### src/rtl/bos_pkg.sv
package bos_pkg;
  typedef enum logic {
    M_FILL = 1'b0,
    M_SEND = 1'b1
  } tx_mode_e;

  localparam logic [7:0] IDLE_FLAG = 8'h7E;
endpackage

### src/rtl/bos_msg_store.sv
module bos_msg_store #(
  parameter int MSG_W = 8,
  parameter int CNT_W = 7
) (
  input  logic             clk,
  input  logic             rst_n,
  input  logic             wr_valid,
  input  logic [MSG_W-1:0] wr_data,
  output logic             wr_ready,
  input  logic             cnt_we,
  input  logic [CNT_W-1:0] cnt_data,
  input  logic             arm_valid,
  output logic             arm_ready,
  input  logic             take,
  output logic             pend,
  output logic [CNT_W-1:0] pend_cnt,
  output logic             next_buf,
  output logic [MSG_W-1:0] cur_byte
);
  localparam int NBUF = 2;

  logic [MSG_W-1:0] buf_q [NBUF];
  logic [CNT_W-1:0] cnt_q, pcnt_q;
  logic             pend_q, next_q, act_q;
  logic             wr_fire, arm_fire;

  assign wr_ready  = !pend_q;
  assign arm_ready = !pend_q;
  assign wr_fire   = wr_valid && wr_ready;
  assign arm_fire  = arm_valid && arm_ready;

  for (genvar g = 0; g < NBUF; g++) begin : g_buf
    always_ff @(posedge clk) begin
      if (!rst_n)                          buf_q[g] <= '0;
      else if (wr_fire && (next_q == g[0])) buf_q[g] <= wr_data;
    end
  end

  always_ff @(posedge clk) begin
    if (!rst_n) begin
      cnt_q  <= '0;
      pcnt_q <= '0;
      pend_q <= 1'b0;
      next_q <= 1'b0;
      act_q  <= 1'b0;
    end else begin
      if (cnt_we) cnt_q <= cnt_data;
      if (arm_fire) begin
        pend_q <= 1'b1;
        pcnt_q <= cnt_q;
      end else if (take) begin
        pend_q <= 1'b0;
        act_q  <= next_q;
        next_q <= !next_q;
      end
    end
  end

  assign pend     = pend_q;
  assign pend_cnt = pcnt_q;
  assign next_buf = next_q;
  assign cur_byte = buf_q[act_q];

  AST_WR_BLOCKED: assert property (@(posedge clk) disable iff (!rst_n)
    pend_q |=> ($stable(buf_q[0]) && $stable(buf_q[1])));
  AST_SWAP_ON_START: assert property (@(posedge clk) disable iff (!rst_n)
    $fell(pend_q) |-> (next_q != $past(next_q)));
endmodule

### src/rtl/bos_seq.sv
module bos_seq
  import bos_pkg::*;
#(
  parameter int MSG_W    = 8,
  parameter int CNT_W    = 7,
  parameter int PRE_BITS = 8,
  parameter int FILL_W   = 8
) (
  input  logic             clk,
  input  logic             rst_n,
  input  logic             bit_req,
  input  logic             fill_flag,
  input  logic             eot_clr,
  input  logic             pend,
  input  logic [CNT_W-1:0] pend_cnt,
  input  logic [MSG_W-1:0] cur_byte,
  output logic             take,
  output logic             tx_bit,
  output logic             eot
);
  localparam int CW_BITS = PRE_BITS + MSG_W;
  localparam int PTR_W   = $clog2(CW_BITS);

  tx_mode_e         mode_q;
  logic [PTR_W-1:0] ptr_q;
  logic [CNT_W-1:0] rem_q;
  logic             inf_q, fk_q, eot_q;
  logic             last, boundary, fin, more, eot_set;
  logic [PTR_W-1:0] boff;
  logic [MSG_W-1:0] msg_sh;
  logic [7:0]       flag_sh;

  assign last     = (mode_q == M_SEND) ? (ptr_q == PTR_W'(CW_BITS - 1))
                                       : (ptr_q == PTR_W'(FILL_W - 1));
  assign boundary = bit_req && last;
  assign fin      = (mode_q == M_SEND) && !inf_q;
  assign more     = fin && (rem_q > CNT_W'(1));
  assign take     = boundary && !more && pend;
  assign eot_set  = boundary && fin && !more;

  always_comb begin
    boff    = ptr_q - PTR_W'(PRE_BITS);
    msg_sh  = cur_byte << boff;
    flag_sh = IDLE_FLAG << ptr_q;
    if (mode_q == M_SEND) tx_bit = (ptr_q < PTR_W'(PRE_BITS)) ? 1'b1 : msg_sh[MSG_W-1];
    else                  tx_bit = fk_q ? flag_sh[7] : 1'b1;
  end

  always_ff @(posedge clk) begin
    if (!rst_n) begin
      mode_q <= M_FILL;
      ptr_q  <= '0;
      rem_q  <= '0;
      inf_q  <= 1'b0;
      fk_q   <= 1'b0;
      eot_q  <= 1'b0;
    end else begin
      if (eot_set)      eot_q <= 1'b1;
      else if (eot_clr) eot_q <= 1'b0;
      if (bit_req) begin
        if (!last) begin
          ptr_q <= ptr_q + PTR_W'(1);
        end else begin
          ptr_q <= '0;
          if (more) begin
            rem_q <= rem_q - CNT_W'(1);
          end else if (pend) begin
            mode_q <= M_SEND;
            rem_q  <= pend_cnt;
            inf_q  <= (pend_cnt == '0);
          end else if (!((mode_q == M_SEND) && inf_q)) begin
            mode_q <= M_FILL;
            fk_q   <= fill_flag;
          end
        end
      end
    end
  end

  assign eot = eot_q;

  AST_TAKE_ON_EDGE: assert property (@(posedge clk) disable iff (!rst_n)
    take |-> (bit_req && pend));
  AST_FILL_PTR: assert property (@(posedge clk) disable iff (!rst_n)
    (mode_q == M_FILL) |-> (ptr_q < PTR_W'(FILL_W)));
  AST_EOT_HOLD: assert property (@(posedge clk) disable iff (!rst_n)
    (eot_q && !eot_clr) |=> eot_q);
  AST_ENDLESS_NO_EOT: assert property (@(posedge clk) disable iff (!rst_n)
    ((mode_q == M_SEND) && inf_q) |=> !$rose(eot_q));
endmodule

### src/rtl/bos_link_tx.sv
module bos_link_tx #(
  parameter int MSG_W    = 8,
  parameter int CNT_W    = 7,
  parameter int PRE_BITS = 8,
  parameter int FILL_W   = 8
) (
  input  logic             clk,
  input  logic             rst_n,
  input  logic             wr_valid,
  input  logic [MSG_W-1:0] wr_data,
  output logic             wr_ready,
  input  logic             cnt_we,
  input  logic [CNT_W-1:0] cnt_data,
  input  logic             arm_valid,
  output logic             arm_ready,
  input  logic             fill_flag,
  output logic             buf_next,
  input  logic             bit_req,
  output logic             tx_bit,
  output logic             eot_flag,
  input  logic             eot_clr
);
  logic             take, pend;
  logic [CNT_W-1:0] pend_cnt;
  logic [MSG_W-1:0] cur_byte;

  bos_msg_store #(.MSG_W(MSG_W), .CNT_W(CNT_W)) u_store (
    .clk(clk), .rst_n(rst_n),
    .wr_valid(wr_valid), .wr_data(wr_data), .wr_ready(wr_ready),
    .cnt_we(cnt_we), .cnt_data(cnt_data),
    .arm_valid(arm_valid), .arm_ready(arm_ready),
    .take(take), .pend(pend), .pend_cnt(pend_cnt),
    .next_buf(buf_next), .cur_byte(cur_byte)
  );

  bos_seq #(.MSG_W(MSG_W), .CNT_W(CNT_W), .PRE_BITS(PRE_BITS), .FILL_W(FILL_W)) u_seq (
    .clk(clk), .rst_n(rst_n),
    .bit_req(bit_req), .fill_flag(fill_flag), .eot_clr(eot_clr),
    .pend(pend), .pend_cnt(pend_cnt), .cur_byte(cur_byte),
    .take(take), .tx_bit(tx_bit), .eot(eot_flag)
  );

  AST_READY_PAIR: assert property (@(posedge clk) disable iff (!rst_n)
    (wr_ready == arm_ready));
endmodule

### config.mk
export PLATFORM = sky130hd
export DESIGN_NAME = bos_link_tx
export DESIGN_NICKNAME = d
export VERILOG_FILES = /design/src/rtl/bos_pkg.sv /design/src/rtl/bos_msg_store.sv /design/src/rtl/bos_seq.sv /design/src/rtl/bos_link_tx.sv
export SDC_FILE = /design/constraint.sdc
export NUM_CORES = 1
export LEC_CHECK = 0
export ABC_AREA = 1
export CAP_MARGIN = 20
export CORE_MARGIN = 2
export CORE_UTILIZATION = 28
export CTS_CLUSTER_SIZE = 20
export DETAILED_ROUTE_END_ITERATION = 16
export PLACE_DENSITY_LB_ADDON = 0.15
export REMOVE_ABC_BUFFERS = 1
export SLEW_MARGIN = 0
export SYNTH_ARGS = -nofsm -noshare
export SYNTH_HDL_FRONTEND = slang
export SYNTH_SLANG_ARGS = --single-unit
### constraint.sdc
create_clock -name clk -period 1.3 [get_ports clk]
set_input_delay 0.13 -clock clk [delete_from_list [all_inputs] [get_ports clk]]
set_output_delay 0.13 -clock clk [all_outputs]
set_load 0.005 [all_outputs]
== Word-level counts from Yosys, hierarchy flattened ==
Memory sizes are Yosys's and may differ from the RTL's. A register that Yosys moved wholly into a read port is not among the register bits.
Index checks and enable logic that the tools add are counted.

* Memories: 1
* Register bits: 32
* Output and inout port bits: 5
* Bits in writable memories: 16
* Logic and storage cells: 78
* Input port bits: 23

* Order comparisons: 2
* Equality and inequality tests: 3
* $add $sub $neg: 3
* Bitwise gates (word level): 7
* Shifts and indexed selects: 2
* Reductions and logical operators: 25
* Muxes and demuxes: 24

{| class="wikitable"
|+ Memories
! name !! depth !! bits a word !! read ports !! clocked after Yosys merged registers in !! write ports !! line !! source
|-
| u_store.buf_q || 2 || 8 || 1 || 1 || 2 || bos_msg_store.sv:22 || <nowiki>logic [MSG_W-1:0] buf_q [NBUF];</nowiki>
|}

{| class="wikitable"
|+ Operator list
! kind !! number
|-
| 1-bit two-way mux || 19
|-
| 8-bit two-way mux || 2
|-
| 7-bit two-way mux || 2
|-
| 1-bit logical AND || 12
|-
| 4-bit AND reduction || 2
|-
| 7-bit by 4-bit << shifter with 8-bit output (first input constant) || 1
|-
| 8-bit by 4-bit << shifter with 8-bit output || 1
|-
| 7-bit by 1-bit > comparator with 1-bit output (second input constant) || 1
|-
| 7-bit zero test || 1
|-
| 7-bit by 1-bit subtractor with 7-bit output (second input constant) || 1
|-
| 2-bit nonzero test || 3
|-
| 1-bit inverter || 5
|-
| 5-bit AND reduction || 1
|-
| 4-bit by 1-bit adder with 4-bit output (second input constant) || 1
|-
| 4-bit by 3-bit == test with 1-bit output (second input constant) || 1
|-
| 4-bit == test (second input constant) || 1
|-
| 1-bit zero test || 4
|-
| 4-bit less-than comparator (second input constant) || 1
|-
| 4-bit two-way mux || 1
|-
| 4-bit subtractor (second input constant) || 1
|-
| 3-bit AND reduction || 1
|-
| 2-bit != test (second input constant) || 1
|-
| 1-bit bitwise OR || 2
|-
| 2-bit AND reduction || 1
|}

== Longest topological paths before layout ==
* Word-level depth: 9
* Depth in mapped cells: 12
* Depth with buffers taken out: 11

== Modules after synthesis ==
From an unflattened synthesis, not the netlist that was laid out.

* Cell total of the unflattened synthesis: 319
* Area total of the unflattened synthesis: 2,517.4 µm²

{| class="wikitable"
|+ Modules (own cells, without submodules)
! module !! cells each !! instances !! sequential area each (µm²) !! area an instance (µm²)
|-
| bos_msg_store || 136 || 1 || 840.8 || 1,398.8
|-
| bos_seq || 183 || 1 || 300.3 || 1,118.6
|}

== Least setup slack after synthesis ==
Ideal clock, no wire load.

* Path kind: register to register
* From: register u_seq.rem_q[1]
* To: register u_seq.rem_q[4]
* Path slack: -0.067 ns
* Arrival: 1.255 ns
* Cell stages (with the launch flop): 13
* Cell sequence: dfxtp_1 -> inv_1 -> ha_1 -> inv_1 -> nor2_1 -> nand3_2 -> nand3_4 -> nand2_4 -> nand2_4 -> buf_8 -> nand2_2 -> nand2_1 -> nor2_2

* Word-level cells in the longest chain between the ends: 4
* Elaborated cells on any way between the ends: 6

{| class="wikitable"
|+ Ends and longest elaborated chain
! what !! line !! source
|-
| start: declaration || bos_seq.sv:26 || <nowiki>logic [CNT_W-1:0] rem_q;</nowiki>
|-
| start signal: assignment || bos_seq.sv:66 || <nowiki>rem_q <= rem_q - CNT_W'(1);</nowiki>
|-
| start signal: assignment || bos_seq.sv:69 || <nowiki>rem_q <= pend_cnt;</nowiki>
|-
| 7-bit by 1-bit > comparator with 1-bit output || bos_seq.sv:37 || <nowiki>assign more = fin && (rem_q > CNT_W'(1));</nowiki>
|-
| 1-bit logical AND || bos_seq.sv:37 ||
|-
| 2-bit nonzero test (no source line) || - ||
|-
| 3-bit AND reduction (no source line) || - ||
|}

Several ways; a longest one is shown, not always the timed one.
A chain may end at the register's enable or synchronous reset.

==> flow_metrics.tcl <==
set metrics [dict create \
    outcome "finished, violations left" \
    violations "negative setup slack" \
    boundaryPins 28 \
    grt_pass1_vias 2272 \
    max-cap-violations 0 \
    fin_area_um2 3545 \
    dr_total_vias 2221 \
    grt_overflow 0 \
    initialDrtViolationCount 27 \
    ys.flop_type "dfxtp_1" \
    period_needed_ns 1.560 \
    htreeDepth 2 \
    wl_met3_um 146 \
    max_freq_mhz 640.9 \
    synth.area.mux_share_pct 0 \
    synth_edf_count 16 \
    rr_worst_depth 11 \
    numCtsBuffers 5 \
    worstSetupStartpointType "flop" \
    synth_area_um2 2450 \
    clk_path_buf_depth 2 \
    maxSlewHeadroom_pct 77.18 \
    routed.top_layer "met4" \
    drt_wl_total_mm 6.007 \
    required_ns 1.17 \
    ys_ff_latch 49 \
    synth_top_family_by_area "simple AND/OR/NAND/NOR gates" \
    worstPathMaxFanout 7 \
    peakVddDrop_uv 349.2 \
    static-leakage-power_nw 1.545 \
    hold_violations 0 \
    ant_nets 0 \
    slew_violations 0 \
    gp_congestion 0.7673 \
    core_um2 8593 \
    hp-class "primary input to flop" \
    synthSimpleGateAreaFrac_pct 36.87 \
    crit_arrival_ns 1.43 \
    synthArstFlopShare_pct 0 \
    synth_area_per_cell_um2 7.424 \
    power.density_nw_per_um2 851.1 \
    grt_use_total_pct 13.08 \
    cts_root_buffer "clkbuf_8" \
    core.rowCount 34 \
    fin_ws_ns -0.2602 \
    worstMarginPinSlew_ns 0.3392 \
    start_util_pct 28.51 \
    total_power_mw 3.017 \
    synthXorXnorAreaFrac_pct 1.430 \
    grt_pass1_wl_mm 10.23 \
    portBuffers 27 \
    ys_warn_count 0 \
    setup_violations 18 \
    drc 0 \
    fin_tns_setup_ns -3.280 \
    rsz0062_at_grt "yes" \
    place_hpwl_mm 4.335 \
    antenna_found_initial 0 \
    cp-end-kind "output pin" \
    synth.distinct_cells 27 \
    dieArea_um2 9514 \
    fin_skew_ns 0.003323 \
    place_area_um2 3109 \
    dr.pass1.iters 4 \
    wl_met2_mm 3.074 \
    hold_path_depth 3 \
    worstSetupPathType "flop to output pin" \
    area_growth_pct 44.69 \
    cts_hold_buf 0 \
    fill_cells 888 \
    nets 430 \
    synth-compound-area-share_pct 4.903 \
    n_antenna_cell 0 \
    cts.clk_slew.worst_paths_ns 0.09 \
    final_layout_size_suffix_gt1_share_pct 32.51 \
    clock_latency_ns 0.30 \
    grt_max_degree 15 \
    cts_tree "done" \
    synth_fa_ha_area_share_pct 2.043 \
    cts.sinks 49 \
    die_h_um 97.54 \
    die_w_um 97.54 \
    avgRoutedWirePerCell_um 11.76 \
    syn-instance-count 330 \
    fin_crit_sh_pct 120.0 \
    seq_area_frac_synth_pct 46.58 \
    drt-vias-per-instance 4.346 \
    drt-met1-wl_mm 2.714 \
]
-- kinds of logic after synthesis --
kind of cell,Yosys count
xor gates and xnor gates,4
DFF,49
AOI/OAI and AO/OA,24
buffers and inverters,46
and+or+nand+nor,203
adders and majority gates,4
-- power breakdown --
part | internal (mW) | total, mW | leakage, nW | switching (mW)
clock network | 0.424 | 0.941 | 0.0476 | 0.518
registers | 1.64 | 1.68 | 0.442 | 0.0390
logic | 0.196 | 0.394 | 1.05 | 0.198
total | 2.26 | 3.02 | 1.54 | 0.754
-- metal layers --
metal  track usage [%]  up-vias
met2             23.66       22
met4             3.846        0
met5                 0        -
met3             2.734        7
met1             15.53     1015
li1                  -     1177
-- worst max-delay path: stages (launching register included) --
cell and delay, ns:
dfxtp_4 0.39, inv_6 0.05, or2_4 0.23, nand2_1 0.06, nand3_1 0.07, nand3_1 0.07, nand3_1 0.07, nand2_1 0.05
inv_1 0.03, buf_2 0.11
-- worst paths after layout --
check        slack [ns]      startpoint               end
max               -0.26            flop            tx_bit
min                0.41     cnt_data[2]  u_store.cnt_q[2]
max reg2reg       -0.24  u_seq.ptr_q[0]      u_store.pend
min reg2reg        0.46   u_store.act_q              flop
-- cells in the mapped netlist, types with 2 or more instances --
cell type,instances,share of area [%]
nand4_1,6,1.5
dfxtp_1,33,27
xor2_1,4,1.4
nand2_1,81,12
a21oi_1,7,1.4
ha_1,4,2.0
nor2_1,71,11
clkinv_1,2,0.31
nand3_1,18,3.7
buf_4,2,0.61
nand2_4,3,1.4
inv_1,33,5.1
nor2_2,11,2.8
nor3_1,2,0.41
or2_2,3,0.77
inv_2,4,0.61
clkbuf_1,2,0.31
edfxtp_1,16,20
nand3_2,2,0.82
o21ai_0,17,3.5
nand2_2,3,0.77
-- stage by stage --
stage | hold slack, ns | util (%) | setup slack [ns] | cells
floorplan | 0.2504 | - | -0.06195 | 323
global placement | 0.4385 | 36.18 | -0.3533 | 494
detailed placement | 0.4451 | 36.18 | -0.3822 | 494
CTS | 0.3925 | 38.92 | -0.2683 | 508
global route | 0.4106 | 41.25 | -0.3832 | 511
finish | 0.4063 | 41.25 | -0.2602 | 511
-- layout by cell type, fill, tap and decap left out, drive strengths merged, types with 3 or more instances in the layout --
| cell type | count |
|---|---|
| ha | 4 |
| xor2 | 4 |
| inv | 39 |
| nand2 | 88 |
| dfxtp | 33 |
| clkbuf | 6 |
| a21oi | 7 |
| dlygate4sd2 | 3 |
| o21ai | 17 |
| nor2 | 83 |
| edfxtp | 16 |
| buf | 46 |
| nand4 | 6 |
| nand3 | 21 |
| or2 | 3 |
| clkdlybuf4s50 | 23 |
-- area by class of cell --
class                           count  area [um2]  share of cell area (%)
Multi-Input combinational cell    236        1343                   37.88
Sequential cell                    49        1155                   32.58
Timing Repair Buffer               72       655.6                   18.50
Inverter                           39       167.7                   4.730
Tap cell                          108       135.1                   3.812
Clock buffer                        6       82.58                   2.330
Clock inverter                      1       6.256                  0.1765
-- sequential cells by signal, indices dropped and copies added, names as in the netlist, named ones only --
signal            cells
u_store.pend          1
u_seq.eot             1
u_store.cnt_q         7
u_store.next_buf      1
u_seq.fk_q            1
u_store.buf_q        16
u_store.pend_cnt      7
u_seq.rem_q           7
u_store.act_q         1
u_seq.ptr_q           4
u_seq.mode_q          1
u_seq.inf_q           1
-- repair_timing --
item / 4_1_cts / 5_1_grt
gates resized for setup: 41 / 51
gates cloned: 0 / 1
pin swaps: 13 / 20
setup buffers: 7 / 2
endpoints found under the setup margin: 19 / 22
(Power assumes the default switching activity.)
